[src/rtl/wgf_pkg.sv]
package wgf_pkg;

   // Bundle of raw bus and supply controls, in the order the synchronizer carries them
   typedef struct packed {
      logic sup_ok;
      logic oe_n;
      logic cs_n;
      logic we_n;
   } bus_ctl_t;

   localparam int CTL_W = $bits(bus_ctl_t);

   // Idle levels: supply not yet trusted, all enables released
   localparam bus_ctl_t CTL_IDLE = '{sup_ok: 1'b0, oe_n: 1'b1, cs_n: 1'b1, we_n: 1'b1};

   localparam int MAX_SYNC = 4;

endpackage

[src/rtl/wgf_sync.sv]
module wgf_sync #(
   parameter int W = 4,
   parameter int STAGES = 2,
   parameter logic [W-1:0] RST_VAL = '0
) (
   input  logic         clk,
   input  logic         rst_n,
   input  logic [W-1:0] d,
   output logic [W-1:0] q
);

   generate
      if (STAGES < 0 || STAGES > wgf_pkg::MAX_SYNC) begin : g_bad_stages
         $error("wgf_sync: STAGES out of range");
      end

      if (STAGES == 0) begin : g_bypass
         assign q = d;
      end else begin : g_chain
         logic [W-1:0] stg [STAGES];

         always_ff @(posedge clk or negedge rst_n) begin
            if (!rst_n) stg[0] <= RST_VAL;
            else        stg[0] <= d;
         end

         for (genvar i = 1; i < STAGES; i++) begin : g_stage
            always_ff @(posedge clk or negedge rst_n) begin
               if (!rst_n) stg[i] <= RST_VAL;
               else        stg[i] <= stg[i-1];
            end
         end

         assign q = stg[STAGES-1];
      end
   endgenerate

endmodule

[src/rtl/wgf_lockout.sv]
module wgf_lockout #(
   parameter int LOCK_CYC = 500000
) (
   input  logic clk,
   input  logic rst_n,
   input  logic sup_s,
   output logic ready
);

   localparam int CW = (LOCK_CYC > 1) ? $clog2(LOCK_CYC) : 1;
   localparam logic [CW-1:0] LAST = CW'(LOCK_CYC - 1);

   generate
      if (LOCK_CYC < 1) begin : g_bad_lock
         $error("wgf_lockout: LOCK_CYC must be at least 1");
      end
   endgenerate

   logic [CW-1:0] cnt;

   always_ff @(posedge clk or negedge rst_n) begin
      if (!rst_n) begin
         cnt   <= '0;
         ready <= 1'b0;
      end else if (!sup_s) begin
         cnt   <= '0;
         ready <= 1'b0;
      end else if (!ready) begin
         if (cnt == LAST) ready <= 1'b1;
         else             cnt   <= cnt + 1'b1;
      end
   end

   // a bad supply sample always clears the ready flag on the next edge
   assert_drop_clears_R2: assert property (@(posedge clk) disable iff (!rst_n)
      !sup_s |=> !ready);

   // ready can only appear after a good supply sample
   assert_rise_needs_supply_R3: assert property (@(posedge clk) disable iff (!rst_n)
      $rose(ready) |-> $past(sup_s));

   // once reached, ready persists while the supply stays good
   assert_ready_holds_R4: assert property (@(posedge clk) disable iff (!rst_n)
      (ready && sup_s) |=> ready);

endmodule

[src/rtl/wgf_pulse_filter.sv]
module wgf_pulse_filter #(
   parameter int MIN_W = 4
) (
   input  logic clk,
   input  logic rst_n,
   input  logic din_n,
   output logic dout_n
);

   localparam int CW = (MIN_W > 1) ? $clog2(MIN_W) : 1;
   localparam logic [CW-1:0] LAST = CW'(MIN_W - 1);

   generate
      if (MIN_W < 1) begin : g_bad_width
         $error("wgf_pulse_filter: MIN_W must be at least 1");
      end
   endgenerate

   logic [CW-1:0] run;

   // A level change is accepted once the new level has been sampled MIN_W times in a row
   always_ff @(posedge clk or negedge rst_n) begin
      if (!rst_n) begin
         run    <= '0;
         dout_n <= 1'b1;
      end else if (din_n == dout_n) begin
         run <= '0;
      end else if (run == LAST) begin
         run    <= '0;
         dout_n <= din_n;
      end else begin
         run <= run + 1'b1;
      end
   end

   // the output only ever moves to the level the input just showed
   assert_follow_input_R8: assert property (@(posedge clk) disable iff (!rst_n)
      !$stable(dout_n) |-> ($past(din_n) == dout_n));

   // an input agreeing with the output never moves the output
   assert_agree_stable_R7: assert property (@(posedge clk) disable iff (!rst_n)
      (din_n == dout_n) |=> $stable(dout_n));

endmodule

[src/rtl/wgf_write_gate.sv]
module wgf_write_gate #(
   parameter int LOCK_CYC = 500000,
   parameter int MIN_W    = 4,
   parameter int SYNC_STG = 2
) (
   input  logic clk,
   input  logic rst_n,
   input  logic supply_ok,
   input  logic cs_n_in,
   input  logic oe_n_in,
   input  logic we_n_in,
   output logic cs_n_filt,
   output logic we_n_filt,
   output logic wr_allow
);
   import wgf_pkg::*;

   bus_ctl_t raw, syn;
   logic     lock_ready;

   assign raw = '{sup_ok: supply_ok, oe_n: oe_n_in, cs_n: cs_n_in, we_n: we_n_in};

   wgf_sync #(
      .W       (CTL_W),
      .STAGES  (SYNC_STG),
      .RST_VAL (CTL_IDLE)
   ) u_sync (
      .clk   (clk),
      .rst_n (rst_n),
      .d     (raw),
      .q     (syn)
   );

   wgf_lockout #(.LOCK_CYC(LOCK_CYC)) u_lock (
      .clk   (clk),
      .rst_n (rst_n),
      .sup_s (syn.sup_ok),
      .ready (lock_ready)
   );

   logic [1:0] strobe_s, strobe_f;
   assign strobe_s = {syn.cs_n, syn.we_n};

   generate
      for (genvar g = 0; g < 2; g++) begin : g_strobe
         wgf_pulse_filter #(.MIN_W(MIN_W)) u_filt (
            .clk    (clk),
            .rst_n  (rst_n),
            .din_n  (strobe_s[g]),
            .dout_n (strobe_f[g])
         );
      end
   endgenerate

   assign cs_n_filt = strobe_f[1];
   assign we_n_filt = strobe_f[0];

   assign wr_allow = lock_ready & syn.oe_n & ~strobe_f[1] & ~strobe_f[0];

   // a rising qualifier needs both filtered strobes to have been active already
   assert_allow_needs_strobes_R6: assert property (@(posedge clk) disable iff (!rst_n)
      $rose(wr_allow) |-> (!cs_n_filt && !we_n_filt && lock_ready));

endmodule

[config.mk]
export PLATFORM = sky130hd
export DESIGN_NAME = wgf_write_gate
export DESIGN_NICKNAME = d
export VERILOG_FILES = /design/src/rtl/wgf_pkg.sv /design/src/rtl/wgf_sync.sv /design/src/rtl/wgf_lockout.sv /design/src/rtl/wgf_pulse_filter.sv /design/src/rtl/wgf_write_gate.sv
export SDC_FILE = /design/constraint.sdc
export NUM_CORES = 1
export LEC_CHECK = 0
export ABC_AREA = 1
export BUFFER_PORTS_ARGS = -buffer_cell sky130_fd_sc_hd__buf_2
export CAP_MARGIN = 25
export CORE_AREA = 5 5 74 59
export DETAILED_ROUTE_END_ITERATION = 7
export DIE_AREA = 0 0 79 64
export HOLD_SLACK_MARGIN = 0.12
export PLACE_DENSITY = 0.73
export REMOVE_ABC_BUFFERS = 1
export SETUP_SLACK_MARGIN = 0.3
export SLEW_MARGIN = 30
export SYNTH_ARGS = -nofsm -noshare
export SYNTH_HDL_FRONTEND = slang
export SYNTH_HIERARCHICAL = 1
export SYNTH_SLANG_ARGS = --single-unit
[constraint.sdc]
create_clock -name clk -period 1.55 [get_ports clk]
set_input_delay 0.31 -clock clk [delete_from_list [all_inputs] [get_ports clk]]
set_output_delay 0.31 -clock clk [all_outputs]
set_load 0.02 [all_outputs]
Word level (Yosys, flattened, before mapping)
Cells that the tools add are included.

Register bits: 34. Bits of input ports: 6. Output and inout bits: 3. Logic and storage cells: 38.

Add/sub/neg operators: 3. Equal/unequal tests: 7. Multiplexer cells: 10. Bitwise logic cells: 7. Reduce and logical (&&, ||, !) cells: 3.

Operators by type and width (count): $mux W19 (3); $add A19 B1 Y19 const B (1); $eq A19 B19 Y1 const B (1); $mux W2 (4); $reduce_and A2 Y1 (3); $add A2 B1 Y2 const B (2); $eq A2 B2 Y1 const B (2); $ne A2 B2 Y1 const B (2); $not A1 Y1 (4); $and A1 B1 Y1 (3); $mux W1 (3); $eq A1 B1 Y1 (2).

Depth between registers and ports, before layout
Word-level depth: 4. Depth in mapped cells: 12. Mapped depth without buffers: 11.

Hierarchy
The synthesis kept the hierarchy.

By module, submodules not included: wgf_lockout (instances 1, cells each 200, area an instance 1343.8 um^2, seq. area each 500.5 um^2); wgf_pulse_filter (instances 2, cells each 15, area an instance 133.9 um^2, seq. area each 76.3 um^2); wgf_sync (instances 1, cells each 12, area an instance 237.7 um^2, seq. area each 207.7 um^2); wgf_write_gate (instances 1, cells each 5, area an instance 21.3 um^2, seq. area each 0.0 um^2).

Worst setup path before layout
OpenSTA, ideal clock, no wires.

Path type: flip-flop to flip-flop. Start: reg u_lock.cnt[0]. End: reg u_lock.cnt[2]. Setup time: 0.117 ns. Arrival: 1.390 ns. Data required time: 1.433 ns. Setup slack: 0.043 ns. Stages on the path, launching flop included: 13. Clock period less this slack: 1.507 ns. Path through: dfrtp_1 ha_1 nand2_1 inv_2 nand2_2 nor2_2 nand3_2 nand2_2 nand2_4 inv_6 buf_12 nand2_1 nand2_1.

Longest elaborated chain between the ends: 4.

RTL lines: start: declaration (line wgf_lockout.sv:19) `logic [CW-1:0] cnt;`; start signal: assignment (line wgf_lockout.sv:30) `else cnt <= cnt + 1'b1;`; $add A19 B1 Y19 (line wgf_lockout.sv:30); $mux W19 (line wgf_lockout.sv:29) `if (cnt == LAST) ready <= 1'b1;`; $mux W19 (line wgf_lockout.sv:28) `end else if (!ready) begin`; $mux W19 (line wgf_lockout.sv:25) `end else if (!sup_s) begin`.

Several ways; a longest one is shown, not always the timed one. The select of a mux whose other input is x is not followed. A chain may end at the register's enable or synchronous reset.

Worst setup path after layout
Start: reg u_lock.cnt[6]. End: reg u_lock.cnt[8].

The elaborated chain is that of the path after synthesis.

==> summary.txt <==
Yosys
  – Sequential area share after synthesis: a little under half
  – Yosys cell types: 25
  – Synth Warn #: 6
  – Mapped Avg Cell Area: 7.573 um2
  – Post-Synthesis Cells: 247
  – Cell taking the most area after synthesis: dfrtp_1
  – Yosys reg bits: 34
  – Synthesized area: ~1900 um2
  – Synth area leaders: dfrtp_1, nand2_1, dfstp_2
  – Synth top area share: between 30% and 40%

Power
  – LEAKAGE: approximately 1.2 nW
  – Power Density: 881.3 nW/um2
  – Worst VDD drop: ~0.74 mV

Worst setup path
  – Cell Chain, Critical Path: nor2_1 -> nand2_1 -> nor2_2 -> nand3_2 -> nand2_4 -> nand2_8 -> clkinv_8 -> nand2_2 -> nand2_1
  – CP max stage cell: dfrtp_1
  – Worst setup startpoint: u_lock/cnt[6]
  – Worst reg2reg path endpoint: u_lock/cnt[8]
  – Slowest stage delay, CP: between 0.4 and 0.5 ns
  – Critical-path maximum fanout: 7
  – CP dominant cell by count: nand2_1
  – Crit Path Category: flip-flop to flip-flop
  – R2r setup slk: ~0.028 ns
  – Worst Path Required: between 1.5 and 2 ns
  – FF-to-FF path depth: 9
  – Worst Setup Start Kind: flip-flop
  – Arr. time, crit path: between 1.5 and 2 ns
  – RR Startpoint: u_lock/cnt[6]
  – Critical Path Sink Type: flip-flop

STA
  – Slew Viols, Final: 0
  – Setup TNS: 0 ns
  – Relative slew margins: just under 70%
  – Final Critical Period: between 1.5 and 2 ns
  – Post-route clock period utilization: 98.20%
  – RSZ-0062 raised after global routing: yes
  – Highest clock rate: 0.6570 GHz
  – Setup-failing EPs final: 0
  – Clock skew: between 0.003 and 0.004 ns
  – Worst-Margin Slew: 0.4668 ns
  – Final hold violation count: 0
  – Hold slack: between 0.1 and 0.15 ns

GRT
  – GR Overflow Total: 0
  – Pin count of the biggest net entering global routing: 22
  – Overall routing resource usage: 18.99%
  – Vias in the first global route: approximately 1600
  – First-pass GRT wire length: 7396 um
  – Initial antenna violation count: 0

Route
  – WL/cell: roughly 15 um
  – Initial drt markers: between 200 and 250
  – Final WL: between 4000 and 5000 um
  – Antenna Violating Nets Remaining: 0
  – Residual DRC: 0
  – First-pass DRT Iterations: 5
  – Vias: 1766
  – DR vias/cell: about 5.4

Cells and area
  – Synth-to-layout area growth: 30.90%
  – Commonest cells after routing, fill and taps aside: nand2_1, nor2_1, inv_1
  – Reg area: 868.3 um2
  – Most common cell after layout, fill and taps aside: nand2_1
  – Filler Cells Inserted: 237
  – Area of the multi-input gates: approximately 1000 um2
  – Final instance area: approximately 2400 um2
  – Fraction of layout cells with a size suffix above 1: between 30% and 40%
  – Fin nets: 292
  – Fin cells: approximately 330
  – Ant diodes: 0

Hold path
  – Critical hold path startpoint: supply_ok
  – WHS Endpoint: u_sync/g_chain.stg[7]
  – Hold crit path type: input port to flip-flop
  – WHS Path Cells: 1

CTS
  – CTS Root Cell: clkbuf_8
  – Clk buf depth: 2
  – Clk sinks: 34
  – CTS tree: done
  – Clock Latency Late Sink: 0.29 ns
  – Num CTS Buffers: 5
  – Htree depth: 2
  – Reg clk slew, reported paths: approximately 0.07 ns

Place
  – Final Wtd Congestion: 0.9667
  – Port Buffers: 8
  – Hpwl dp: about 2900 um
  – Placed insts: a little under 300
  – Placed inst area: about 2000 um2

Floorplanning
  – Die area: between 5000 and 6000 um2
  – Starting Density: 52.81%
  – Die X-Extent: between 70 and 80 um
  – FP Rows: 19
  – Num ports: 9
  – Core region area: 3542 um2
  – Die height: around 64 um

Run status
  – Status: finished, final reports clean

Run
  – Max-cap violations: 0
## per-stage QoR
step / utilization (%) / power [mW] / worst slack (ns)
2_1_floorplan: - / 1.240 / 0.09803
3_3_place_gp: 55.60 / 1.328 / -0.03335
3_5_place_dp: 55.60 / 1.350 / -0.02669
4_1_cts: 64.46 / 2.131 / 0.09755
5_1_grt: 69.13 / 2.265 / -0.01682
6_report: 69.13 / 2.158 / 0.02790
## synth_stat cells (all sizes together)
library cell and number:
o21ai 8, a21oi 2, inv 28, clkinv 1
nor2 44, dfstp 8, buf 6, nand4 6
ha 3, nor3 1, or2 2, nand3 14
clkbuf 1, xnor2 1, xor2 9, nand2 87
dfrtp 26
## worst max-delay path: cells and delay by family, from the launching register on
| family | cells | cell delay [ns] |
|---|---|---|
| and+or+nand+nor | 8 | 0.89 |
| DFF | 1 | 0.45 |
| buffers and inverters | 1 | 0.12 |
## layout make-up
class                      count  area share (%)
clock inverter                 2          0.5110
timing repair buffer          33           11.29
sequential                    34           35.46
clock buffer                   6           3.373
multi-input combinational    179           41.54
tap                           42           2.146
inverter                      29           5.008
timing repair inverter         1          0.6643
## sequential cells by signal, indices dropped and copies added, names as in the netlist
signal	count
u_lock/cnt	19
u_sync/g_chain.stg	4
u_lock/ready	1
u_sync/q	4
g_strobe.u_filt/run	4
g_strobe.u_filt/dout_n	2
## where the power goes
part	total, mW	switching, mW	internal [mW]
Sequential	1.05	0.0592	0.995
Combinational	0.421	0.208	0.213
Clock	0.683	0.326	0.357
## how the worst max path moves through the flow
stage / slack [ns] / endpoint / depth (start not counted)
CTS: 0.1 / u_lock/cnt[2] / 11
global placement: -0.03 / u_lock/cnt[0] / 8
global route: -0.02 / u_lock/cnt[2] / 9
floorplan: 0.1 / u_lock/cnt[18] / 11
finish: 0.03 / u_lock/cnt[8] / 9
detailed placement: -0.03 / u_lock/cnt[0] / 8
## what timing repair did
action                                  CTS  global route
gates resized for setup                  29            38
endpoints found under the setup margin   23            23
pin swaps                                17             7
cloned                                    2             1
buffers inserted                         10             4
hold buffers                              4             0
endpoints found under the hold margin    15             0
## per-layer routing
| layer | GRT usage [%] | wire length (um) | vias up |
|---|---|---|---|
| met5 | 0 | 0 | - |
| met4 | 8.155 | 174 | 0 |
| met3 | 4.635 | 389 | 27 |
| met2 | 29.10 | 2249 | 95 |
| met1 | 25.71 | 2109 | 815 |
| li1 | - | - | 829 |
## cells by family (layout without fill, tap and decap cells)
| family | Yosys count | after routing | synth area share [%] |
|---|---|---|---|
| adder cells (fa/ha/maj) | 3 | 3 | 2.007 |
| buffers and inverters | 36 | 71 | 9.230 |
| flip-flops | 34 | 34 | 46.02 |
| AO/OA/AOI/OAI | 10 | 10 | 2.676 |
| XOR/XNOR | 10 | 10 | 4.683 |
| AND/OR/NAND/NOR | 154 | 156 | 35.38 |
Power figures use the tool's default switching activity.
